<file path="src/rtl/pad_gate_pkg.sv">
package pad_gate_pkg;
  localparam int CSR_DW          = 32;
  localparam int OWN_FIELD_W     = 4;
  localparam int PADS_PER_OWN_WD = CSR_DW / OWN_FIELD_W;
  localparam int OWN_GRP_STRIDE  = 16;
  localparam int OWN_WD_STRIDE   = 4;
  localparam int HOST_STRIDE     = 4;
  localparam int LOCK_GRP_STRIDE = 8;
  localparam int TXLOCK_OFS      = 4;

  function automatic int own_addr(int base, int grp, int wd);
    return base + OWN_GRP_STRIDE * grp + OWN_WD_STRIDE * wd;
  endfunction

  function automatic int host_addr(int base, int grp);
    return base + HOST_STRIDE * grp;
  endfunction

  function automatic int lock_addr(int base, int grp, bit tx);
    return base + LOCK_GRP_STRIDE * grp + (tx ? TXLOCK_OFS : 0);
  endfunction
endpackage

</file>
<file path="src/rtl/pad_gate_regs.sv">
module pad_gate_regs
  import pad_gate_pkg::*;
#(
  parameter int NUM_GROUPS = 3,
  parameter int GROUP_SIZE = 16,
  parameter int OWN_WPG    = 2,
  parameter int ADDR_W     = 12,
  parameter int OWN_BASE   = 'h100,
  parameter int HOST_BASE  = 'h200,
  parameter int LOCK_BASE  = 'h300
) (
  input  logic                                     clk,
  input  logic                                     rst_n,
  input  logic                                     csr_we,
  input  logic [ADDR_W-1:0]                        csr_addr,
  input  logic [CSR_DW-1:0]                        csr_wdata,
  output logic [NUM_GROUPS*OWN_WPG-1:0][CSR_DW-1:0] own_q,
  output logic [NUM_GROUPS-1:0][GROUP_SIZE-1:0]    host_q,
  output logic [NUM_GROUPS-1:0][GROUP_SIZE-1:0]    cfglk_q,
  output logic [NUM_GROUPS-1:0][GROUP_SIZE-1:0]    txlk_q,
  output logic [CSR_DW-1:0]                        rd_data
);

  logic [CSR_DW-1:0] rd_own, rd_host, rd_lock;

  // Ownership family: OWN_WPG words per group
  if (OWN_BASE != 0) begin : g_own
    always_ff @(posedge clk) begin
      if (!rst_n) begin
        own_q <= '0;
      end else if (csr_we) begin
        for (int g = 0; g < NUM_GROUPS; g++)
          for (int w = 0; w < OWN_WPG; w++)
            if (csr_addr == ADDR_W'(own_addr(OWN_BASE, g, w)))
              own_q[g*OWN_WPG+w] <= csr_wdata;
      end
    end
    always_comb begin
      rd_own = '0;
      for (int g = 0; g < NUM_GROUPS; g++)
        for (int w = 0; w < OWN_WPG; w++)
          if (csr_addr == ADDR_W'(own_addr(OWN_BASE, g, w)))
            rd_own = own_q[g*OWN_WPG+w];
    end
  end else begin : g_no_own
    assign own_q  = '0;
    assign rd_own = '0;
  end

  // Host-mode family: one word per group
  if (HOST_BASE != 0) begin : g_host
    always_ff @(posedge clk) begin
      if (!rst_n) begin
        host_q <= '1;
      end else if (csr_we) begin
        for (int g = 0; g < NUM_GROUPS; g++)
          if (csr_addr == ADDR_W'(host_addr(HOST_BASE, g)))
            host_q[g] <= csr_wdata[GROUP_SIZE-1:0];
      end
    end
    always_comb begin
      rd_host = '0;
      for (int g = 0; g < NUM_GROUPS; g++)
        if (csr_addr == ADDR_W'(host_addr(HOST_BASE, g)))
          rd_host = CSR_DW'(host_q[g]);
    end
  end else begin : g_no_host
    assign host_q  = '1;
    assign rd_host = '0;
  end

  // Lock family: configuration lock and transmit lock per group
  if (LOCK_BASE != 0) begin : g_lock
    always_ff @(posedge clk) begin
      if (!rst_n) begin
        cfglk_q <= '0;
        txlk_q  <= '0;
      end else if (csr_we) begin
        for (int g = 0; g < NUM_GROUPS; g++) begin
          if (csr_addr == ADDR_W'(lock_addr(LOCK_BASE, g, 1'b0)))
            cfglk_q[g] <= csr_wdata[GROUP_SIZE-1:0];
          if (csr_addr == ADDR_W'(lock_addr(LOCK_BASE, g, 1'b1)))
            txlk_q[g] <= csr_wdata[GROUP_SIZE-1:0];
        end
      end
    end
    always_comb begin
      rd_lock = '0;
      for (int g = 0; g < NUM_GROUPS; g++) begin
        if (csr_addr == ADDR_W'(lock_addr(LOCK_BASE, g, 1'b0)))
          rd_lock = CSR_DW'(cfglk_q[g]);
        if (csr_addr == ADDR_W'(lock_addr(LOCK_BASE, g, 1'b1)))
          rd_lock = CSR_DW'(txlk_q[g]);
      end
    end
  end else begin : g_no_lock
    assign cfglk_q = '0;
    assign txlk_q  = '0;
    assign rd_lock = '0;
  end

  // Families occupy disjoint address windows, so OR-ing is a mux
  assign rd_data = rd_own | rd_host | rd_lock;

endmodule

</file>
<file path="src/rtl/pad_gate_eval.sv">
module pad_gate_eval
  import pad_gate_pkg::*;
#(
  parameter int NUM_PADS   = 40,
  parameter int NUM_GROUPS = 3,
  parameter int GROUP_SIZE = 16,
  parameter int OWN_WPG    = 2
) (
  input  logic [NUM_GROUPS*OWN_WPG-1:0][CSR_DW-1:0] own_q,
  input  logic [NUM_GROUPS-1:0][GROUP_SIZE-1:0]    host_q,
  input  logic [NUM_GROUPS-1:0][GROUP_SIZE-1:0]    cfglk_q,
  input  logic [NUM_GROUPS-1:0][GROUP_SIZE-1:0]    txlk_q,
  output logic [NUM_PADS-1:0]                      usable,
  output logic [NUM_PADS-1:0]                      fw_mode
);

  for (genvar p = 0; p < NUM_PADS; p++) begin : g_pad
    localparam int GRP = p / GROUP_SIZE;
    localparam int IDX = p % GROUP_SIZE;
    localparam int WRD = GRP * OWN_WPG + IDX / PADS_PER_OWN_WD;
    localparam int NIB = IDX % PADS_PER_OWN_WD;

    logic owned, locked;
    assign owned      = (own_q[WRD][NIB*OWN_FIELD_W +: OWN_FIELD_W] == '0);
    assign locked     = cfglk_q[GRP][IDX] | txlk_q[GRP][IDX];
    assign usable[p]  = owned & ~locked;
    assign fw_mode[p] = ~host_q[GRP][IDX];
  end

  // Slots past the last pad of a partial group feed no pad
  logic unused_slots;
  assign unused_slots = ^{own_q, host_q, cfglk_q, txlk_q};

endmodule

</file>
<file path="src/rtl/pad_gate_wgate.sv">
module pad_gate_wgate #(
  parameter int NUM_PADS = 40,
  parameter int PAD_W    = 7
) (
  input  logic                clk,
  input  logic                rst_n,
  input  logic [NUM_PADS-1:0] usable,
  input  logic                cfg_we_in,
  input  logic [PAD_W-1:0]    cfg_pad,
  input  logic                err_clr,
  output logic                cfg_we_out,
  output logic                err
);

  logic pad_ok;

  // Out-of-range indices match no pad and so stay not usable
  always_comb begin
    pad_ok = 1'b0;
    for (int p = 0; p < NUM_PADS; p++)
      if (cfg_pad == PAD_W'(p)) pad_ok = usable[p];
  end

  assign cfg_we_out = cfg_we_in & pad_ok;

  always_ff @(posedge clk) begin
    if (!rst_n)                  err <= 1'b0;
    else if (cfg_we_in && !pad_ok) err <= 1'b1;
    else if (err_clr)            err <= 1'b0;
  end

endmodule

</file>
<file path="src/rtl/pad_gate.sv">
module pad_gate
  import pad_gate_pkg::*;
#(
  parameter int NUM_PADS   = 40,
  parameter int GROUP_SIZE = 16,
  parameter int ADDR_W     = 12,
  parameter int OWN_BASE   = 'h100,
  parameter int HOST_BASE  = 'h200,
  parameter int LOCK_BASE  = 'h300,
  parameter int ERR_ADDR   = 'h004,
  localparam int PAD_W     = $clog2(NUM_PADS) + 1
) (
  input  logic                clk,
  input  logic                rst_n,
  input  logic                csr_we,
  input  logic [ADDR_W-1:0]   csr_addr,
  input  logic [31:0]         csr_wdata,
  output logic [31:0]         csr_rdata,
  input  logic                cfg_we_in,
  input  logic [PAD_W-1:0]    cfg_pad,
  output logic                cfg_we_out,
  output logic                cfg_err,
  output logic [NUM_PADS-1:0] pad_usable,
  output logic [NUM_PADS-1:0] pad_fw_mode
);

  localparam int NUM_GROUPS = (NUM_PADS + GROUP_SIZE - 1) / GROUP_SIZE;
  localparam int OWN_WPG    = (GROUP_SIZE + PADS_PER_OWN_WD - 1) / PADS_PER_OWN_WD;

  logic [NUM_GROUPS*OWN_WPG-1:0][CSR_DW-1:0] own_q;
  logic [NUM_GROUPS-1:0][GROUP_SIZE-1:0]    host_q, cfglk_q, txlk_q;
  logic [CSR_DW-1:0]                        reg_rd;
  logic                                     err_sel, err_clr;

  pad_gate_regs #(
    .NUM_GROUPS(NUM_GROUPS), .GROUP_SIZE(GROUP_SIZE), .OWN_WPG(OWN_WPG),
    .ADDR_W(ADDR_W), .OWN_BASE(OWN_BASE), .HOST_BASE(HOST_BASE),
    .LOCK_BASE(LOCK_BASE)
  ) u_regs (
    .clk(clk), .rst_n(rst_n), .csr_we(csr_we), .csr_addr(csr_addr),
    .csr_wdata(csr_wdata), .own_q(own_q), .host_q(host_q),
    .cfglk_q(cfglk_q), .txlk_q(txlk_q), .rd_data(reg_rd)
  );

  pad_gate_eval #(
    .NUM_PADS(NUM_PADS), .NUM_GROUPS(NUM_GROUPS), .GROUP_SIZE(GROUP_SIZE),
    .OWN_WPG(OWN_WPG)
  ) u_eval (
    .own_q(own_q), .host_q(host_q), .cfglk_q(cfglk_q), .txlk_q(txlk_q),
    .usable(pad_usable), .fw_mode(pad_fw_mode)
  );

  assign err_sel = (csr_addr == ADDR_W'(ERR_ADDR));
  assign err_clr = csr_we & err_sel & csr_wdata[0];

  pad_gate_wgate #(.NUM_PADS(NUM_PADS), .PAD_W(PAD_W)) u_wgate (
    .clk(clk), .rst_n(rst_n), .usable(pad_usable), .cfg_we_in(cfg_we_in),
    .cfg_pad(cfg_pad), .err_clr(err_clr), .cfg_we_out(cfg_we_out),
    .err(cfg_err)
  );

  assign csr_rdata = err_sel ? {31'b0, cfg_err} : reg_rd;

endmodule

</file>
<file path="config.mk">
export PLATFORM = sky130hd
export DESIGN_NAME = pad_gate
export DESIGN_NICKNAME = d
export VERILOG_FILES = /design/src/rtl/pad_gate_pkg.sv /design/src/rtl/pad_gate_regs.sv /design/src/rtl/pad_gate_eval.sv /design/src/rtl/pad_gate_wgate.sv /design/src/rtl/pad_gate.sv
export SDC_FILE = /design/constraint.sdc
export NUM_CORES = 1
export LEC_CHECK = 0
export ABC_AREA = 1
export CAP_MARGIN = 20
export CORE_ASPECT_RATIO = 1.75
export CORE_MARGIN = 2
export CORE_UTILIZATION = 45
export CTS_BUF_LIST = sky130_fd_sc_hd__clkbuf_2 sky130_fd_sc_hd__clkbuf_4 sky130_fd_sc_hd__clkbuf_8
export DETAILED_ROUTE_END_ITERATION = 6
export MAX_ROUTING_LAYER = met4
export PLACE_DENSITY_LB_ADDON = 0.1
export RECOVER_POWER = 50
export SLEW_MARGIN = 10
export SYNTH_ARGS = -nofsm -noshare
export SYNTH_HDL_FRONTEND = slang
export SYNTH_SLANG_ARGS = --single-unit
</file>
<file path="constraint.sdc">
create_clock -name clk -period 4.4 [get_ports clk]
set_input_delay 1.1 -clock clk [delete_from_list [all_inputs] [get_ports clk]]
set_output_delay 1.1 -clock clk [all_outputs]
set_load 0.05 [all_outputs]
</file>
== Word level (Yosys, flattened, before mapping) ==
Cells that the tools add are included.
Widths: inputs -> output; s select.
Word-level totals
  word-level logic and storage cells: 353
  output and inout port bits: 114
  bits of input ports: 55
  register bits after elaboration: 337
Cells by class
  equal/unequal tests: 55
  reduce and logical (&&, ||, !) cells: 59
  muxes and demuxes: 58
  bitwise logic cells: 165
Operators with widths (number)
  $mux 32: 7
  $logic_not 4->1: 40
  $mux 16: 9
  $eq 7x5->1 const B: 16
  $eq 12x10->1 const B: 9
  $not 1->1: 80
  $eq 12x9->1 const B: 6
  $or 32x16->32: 2
  $eq 7x4->1 const B: 8
  $eq 7x6->1 const B: 8
  $and 1x1->1: 43
  $mux 1: 42
  $or 1x1->1: 40
  $reduce_and 2->1: 15
  $eq 7x3->1 const B: 4
  $eq 7x2->1 const B: 2
  $eq 12x3->1 const B: 1
  $eq 7x1->1 const B: 1
  $logic_not 7->1: 1
  $reduce_bool 2->1: 1
  $logic_and 1x1->1: 1
  $logic_not 1->1: 1

== Longest topological paths before layout ==
  depth after elaboration: 46
  depth in mapped cells: 25

== By module ==
Synthesis repeated with hierarchy kept, for this count alone.
Unflattened totals
  cells, all modules: 2520
  area total of the unflattened synthesis: 17032.6 um^2
Modules (own cells, without submodules)
  pad_gate_regs: area each 15004.4 um^2, sequential area each 6726.5 um^2, instances 1, cells an instance 2088
  pad_gate_eval: area each 1001.0 um^2, sequential area each 0.0 um^2, instances 1, cells an instance 240
  pad_gate_wgate: area each 670.6 um^2, sequential area each 20.0 um^2, instances 1, cells an instance 138
  pad_gate: area each 356.6 um^2, sequential area each 0.0 um^2, instances 1, cells an instance 54

== Worst setup path after synthesis ==
Ideal clock, no wire load.
  path kind: register to output
  start point: register u_regs.own_q[9] (netlist bit)
  end point: output cfg_we_out
  data required time: 3.300 ns
  stages on the path, launching flop included: 24
  arrival: 3.484 ns
  buffers on the path: 0
  setup slack: -0.184 ns
  cell sequence: dfxtp_1 -> inv_1 -> nand2_1 -> nor3_1 -> nand2_1 -> nand3_1 -> nand2_1 -> nand4_1 -> nand2_1 -> nand4_1 -> nand2_1 -> nand4_1 -> o21bai_1 -> nand4_1 -> nand2_1 -> nand4_1 -> nor2_1 -> nand4_1 -> nor2_1 -> nand4_1 -> nand2_1 -> nand4_2 -> nor2_2 -> a31oi_1
Between the ends
  cells in the longest elaborated chain, start to end: 41
Ends and longest elaborated chain
  start: declaration: RTL line pad_gate_regs.sv:17  | output logic [NUM_GROUPS*OWN_WPG-1:0][CSR_DW-1:0] own_q,
  start signal: indexed assignment: RTL line pad_gate_regs.sv:35  | own_q[g*OWN_WPG+w] <= csr_wdata;
  $logic_not 4->1: RTL line pad_gate_eval.sv:24  | assign owned = (own_q[WRD][NIB*OWN_FIELD_W +: OWN_FIELD_W] == '0);
  $and 1x1->1: RTL line pad_gate_eval.sv:26  | assign usable[p] = owned & ~locked;
  net pad_usable[2]: RTL line pad_gate.sv:23  | output logic [NUM_PADS-1:0] pad_usable,
  $mux 1 (38 in a row): RTL line pad_gate_wgate.sv:21  | if (cfg_pad == PAD_W'(p)) pad_ok = usable[p];
  $and 1x1->1: RTL line pad_gate_wgate.sv:24  | assign cfg_we_out = cfg_we_in & pad_ok;
  end: declaration: RTL line pad_gate.sv:21  | output logic cfg_we_out,
The timed path passes the listed nets, and every way through them passes these cells.

== Worst setup path after layout ==
  start point: input csr_addr[2]
  end point: output csr_rdata[11]
Between the ends
  cells in the longest elaborated chain, start to end: 10
  elaborated cells on any way between the ends: 34
  those cells by class: eq/ne (16); mux (16); bitwise (2)
Ends and longest elaborated chain
  start: declaration: RTL line pad_gate.sv:16  | input logic [ADDR_W-1:0] csr_addr,
  $eq 12x9->1: RTL line pad_gate_regs.sv:42  | if (csr_addr == ADDR_W'(own_addr(OWN_BASE, g, w)))
  $mux 32 (6 in a row): RTL line pad_gate_regs.sv:42
  $or 32x16->32 (2 in a row): RTL line pad_gate_regs.sv:103  | assign rd_data = rd_own | rd_host | rd_lock;
  $mux 32 (*): RTL line pad_gate.sv:62  | assign csr_rdata = err_sel ? {31'b0, cfg_err} : reg_rd;
  end: declaration: RTL line pad_gate.sv:18  | output logic [31:0] csr_rdata,
Every way passes the cells marked *; elsewhere a longest branch is shown, timed or not.

==> impl_summary.log <==
[metrics] number of nets in the synthesized netlist: 2124
[metrics] synthesis-to-finish area growth: 40.27%
[metrics] count of clock tree sinks: 337
[metrics] maximum number of pins on one net before global-route repair: 179
[metrics] Max rail drop VDD: 0.2009 mV
[metrics] count of input and output buffers: 168
[metrics] cell area reported after detailed placement: 18940 µm²
[metrics] number of rows created at floorplan: 89
[metrics] leakage: 8.596 nW
[metrics] die outline width: 143.5 µm
[metrics] compound-gate portion of the synthesized area: 0.3257
[metrics] fraction of the mapped netlist area in adder cells: 0
[metrics] Total Wirelength: 70980 µm
[metrics] path type of the worst setup path: in -> out
[metrics] unrepaired setup endpoints after global routing: yes
[metrics] master cell of the clock root buffer: clkbuf_8
[metrics] post-synthesis sequential area ratio: 0.4402
[metrics] cell count after synthesis: 2069
[metrics] final count of negative-setup-slack endpoints: 33
[metrics] mux contribution to synthesized area: 0
[metrics] clock edge transition at the registers on the reported setup and hold paths: 0.06 ns
[metrics] antenna violations before repair: 2
[metrics] Final period util: 1.077
[metrics] clock insertion delay at the later pin of the skew report: 0.62 ns
[metrics] starting density of the core: 0.4557
[metrics] post-synth design cell area: 15330 µm²
[metrics] remaining antenna violation count after routing: 0
[metrics] Iter 0 DRT Violations: 1599
[metrics] post-synthesis share of cell area spent on and, or, nand and nor gates: 0.1166
[metrics] detailed-route via count: 17041
[metrics] wire length of the first global-routing pass: 101200 µm
[metrics] maximum fanout along the worst path: 5
[metrics] Crit path required time: 3.30 ns
[metrics] worst hold slack: 0.4786 ns
[metrics] core footprint: 33630 µm²
[metrics] cell area after layout: 21500 µm²
[metrics] worst hold-check path type: reg -> reg
[metrics] placed wire-length estimate: 50260 µm
[metrics] number of global-route vias before repair: 16381
[metrics] peak clock frequency supported by timing: 211.1 MHz
[metrics] arrival time worst endpoint: 3.64 ns
[metrics] Pwr per Cell Area: 287.3 nW/µm²
[metrics] count of final hold-check violations: 0
[metrics] fraction of layout cells with a size suffix above 1: 0.2245
[metrics] warning count from the yosys run: 0
[metrics] mean instance size in the synthesized netlist: 7.407 µm²
[metrics] max-capacitance violation count: 0
[metrics] kind of end point of the critical path: output pin
[metrics] CTS tree: yes
[metrics] worst path setup slack after routing: -0.3367 ns
[metrics] hold buffer count at cts: 0
[metrics] main combinational cell family by area after synthesis: compound AO/OA/AOI/OAI gates
[metrics] count of different cell masters after synthesis: 33
[metrics] status: complete, but fails checks
[metrics] worst reg-to-reg setup slack: 1.53 ns
[metrics] final estimated routing congestion in global placement: 1.020
[metrics] filler cell count: 3029
[metrics] minimum clock period after layout: 4.737 ns
[metrics] sort of element at the start of the critical path: input port
[metrics] violations in the final reports: setup timing
[metrics] #FFs+latches synth: 337
[metrics] fraction of synthesized cell area in xor and xnor cells: 0
[metrics] I/O pin total: 169
[metrics] overall fraction of global-route tracks in use: 0.3963
[metrics] remaining max-slew budget at the tightest pin: 0.03612
[metrics] remaining global-route overflow: 0
[metrics] remaining design rule violation count: 0
[metrics] fin nets: 2407
[metrics] maximum level of the CTS H-tree: 2
[metrics] DRT Pass-1 Iters: 6
[metrics] number of max-slew violations in the final report: 0
[metrics] largest clock skew in the final design: 0.01918 ns
[metrics] vias per inst: 5.992
[metrics] number of buffers between clock root and the deepest sink: 3
[metrics] worst-margin pin slew: 1.446 ns
[metrics] area of the die: 35610 µm²
[metrics] number of CTS-inserted buffers: 51
[metrics] post-DR wirelength/cell: 24.96 µm
[metrics] Die Y-Extent: 248.1 µm
placed cells by master, fill, tap and decap left out, drive strengths merged, types with 2 or more instances in the layout:
cell type | synthesis | routed
o21ai | 348 | 348
dfxtp | 337 | 337
a21oi | 316 | 316
inv | 310 | 308
buf | 5 | 262
clkdlybuf4s50 | 0 | 115
nand2 | 114 | 114
o211ai | 110 | 110
nor2 | 90 | 90
clkbuf | 155 | 89
nand4 | 62 | 62
nand3 | 56 | 56
nor3 | 49 | 49
o221ai | 30 | 30
a221oi | 20 | 20
a32oi | 16 | 16
o32ai | 15 | 15
clkinv | 9 | 11
o22ai | 6 | 6
clkinvlp | 0 | 5
or4 | 4 | 4
a31oi | 4 | 4
o2111ai | 4 | 4
nor4 | 3 | 3
diode | 0 | 2
and3 | 2 | 2
a211oi | 2 | 2
bufinv | 0 | 2
clkdlybuf4s15 | 0 | 2
cells by family (layout without fill, tap and decap cells):
logic type | count (synthesis) | in the layout
compound gates | 873 | 873
buf+inv | 479 | 797
simple gates | 380 | 380
flops | 337 | 337
other cells | 0 | 2
worst max-delay path, stage by stage:
cell and delay (ns):
clkdlybuf4s25_1 0.31, inv_1 0.13, nor3_4 0.23, inv_1 0.12
nor2_4 0.17, inv_4 0.07, nor2_4 0.20, clkinvlp_4 0.26
buf_6 0.18, o21ai_2 0.10, o22ai_1 0.09, nand2_1 0.07
o21ai_1 0.06, nand2_1 0.07, o211ai_1 0.15, o2111ai_2 0.14
buf_12 0.18
per-layer routing:
layer	vias up	track usage	part of all wire
met4	0	0.3281	0.10
met2	941	0.6639	0.49
met5	-	-	0
met3	336	0.06132	0.068
met1	7965	0.4045	0.34
li1	7799	-	-
sequential cells by signal, summed over array words and instances (netlist names):
name and cells:
u_regs.own_q 192, u_wgate.err 1, u_regs.cfglk_q 48, u_regs.host_q 48, u_regs.txlk_q 48
final timing paths:
path | startpoint | to | depth (start not counted)
hold reg to reg | u_regs.txlk_q[17]$_SDFFE_PN0P_ | u_regs.txlk_q[17]$_SDFFE_PN0P_ | 2
setup / recovery | csr_addr[2] | csr_rdata[11] | 17
hold / removal | u_regs.txlk_q[17]$_SDFFE_PN0P_ | u_regs.txlk_q[17]$_SDFFE_PN0P_ | 2
setup reg to reg | u_regs.own_q[1]$_SDFFE_PN0P_ | u_wgate.err$_SDFFE_PN0P_ | 24
power by group:
group	internal [mW]	total [mW]	switching, mW
sequential	3.05	3.05	0.00197
combinational	0.109	0.340	0.231
clock	1.52	2.78	1.26
Yosys cell counts:
cell | n | area share
o21ai_0 | 348 | 0.11
dfxtp_1 | 337 | 0.44
a21oi_1 | 315 | 0.10
inv_1 | 302 | 0.074
clkbuf_1 | 155 | 0.038
nand2_1 | 111 | 0.027
o211ai_1 | 110 | 0.054
nor2_1 | 86 | 0.021
nand4_1 | 61 | 0.025
nand3_1 | 56 | 0.018
nor3_1 | 47 | 0.015
o221ai_1 | 30 | 0.017
a221oi_1 | 20 | 0.011
a32oi_1 | 16 | 0.0091
o32ai_1 | 15 | 0.0086
clkinv_1 | 9 | 0.0022
inv_2 | 8 | 0.0020
o22ai_1 | 6 | 0.0024
a31oi_1 | 4 | 0.0016
buf_1 | 4 | 0.00098
nor2_2 | 4 | 0.0016
o2111ai_1 | 4 | 0.0023
or4_1 | 4 | 0.0020
nand2_2 | 3 | 0.0012
nor4_1 | 3 | 0.0012
a211oi_1 | 2 | 0.00098
and3_1 | 2 | 0.00082
nor3_4 | 2 | 0.0021
a21oi_2 | 1 | 0.00057
a41oi_1 | 1 | 0.00057
buf_4 | 1 | 0.00049
nand4_2 | 1 | 0.00082
o21bai_1 | 1 | 0.00049
cell type report:
class | instances | area (µm²) | area share
Inverter | 319 | 1230 | 0.05721
Clock inverter | 5 | 77.57 | 0.003608
Clock buffer | 83 | 985.9 | 0.04586
Tap cell | 455 | 569.3 | 0.02648
Antenna cell | 2 | 5.005 | 0.0002328
Multi-Input combinational cell | 1253 | 7804 | 0.3630
Timing Repair Buffer | 388 | 4065 | 0.1891
Timing Repair inverter | 2 | 15.01 | 0.0006984
Sequential cell | 337 | 6746 | 0.3138
per-stage QoR:
stage / TNS [ns] / cells / util / setup slack, ns / total power, mW
2_1_floorplan: 0 / 2069 / - / 0.03153 / 3.248
3_3_place_gp: -13.42 / 2708 / 0.5631 / -0.6402 / 3.427
3_5_place_dp: -13.87 / 2708 / 0.5631 / -0.6619 / 3.428
4_1_cts: -1.400 / 2828 / 0.6163 / -0.2477 / 6.174
5_1_grt: -9.427 / 2844 / 0.6393 / -0.4172 / 6.331
6_report: -7.195 / 2844 / 0.6393 / -0.3367 / 6.177
what timing repair did:
item | in CTS | in global routing
gates resized for setup | 193 | 148
buffers inserted | 29 | 20
pin swaps | 67 | 116
gates cloned | 5 | 3
setup endpoints to repair | 33 | 33
Power figures use the tool's default switching activity.
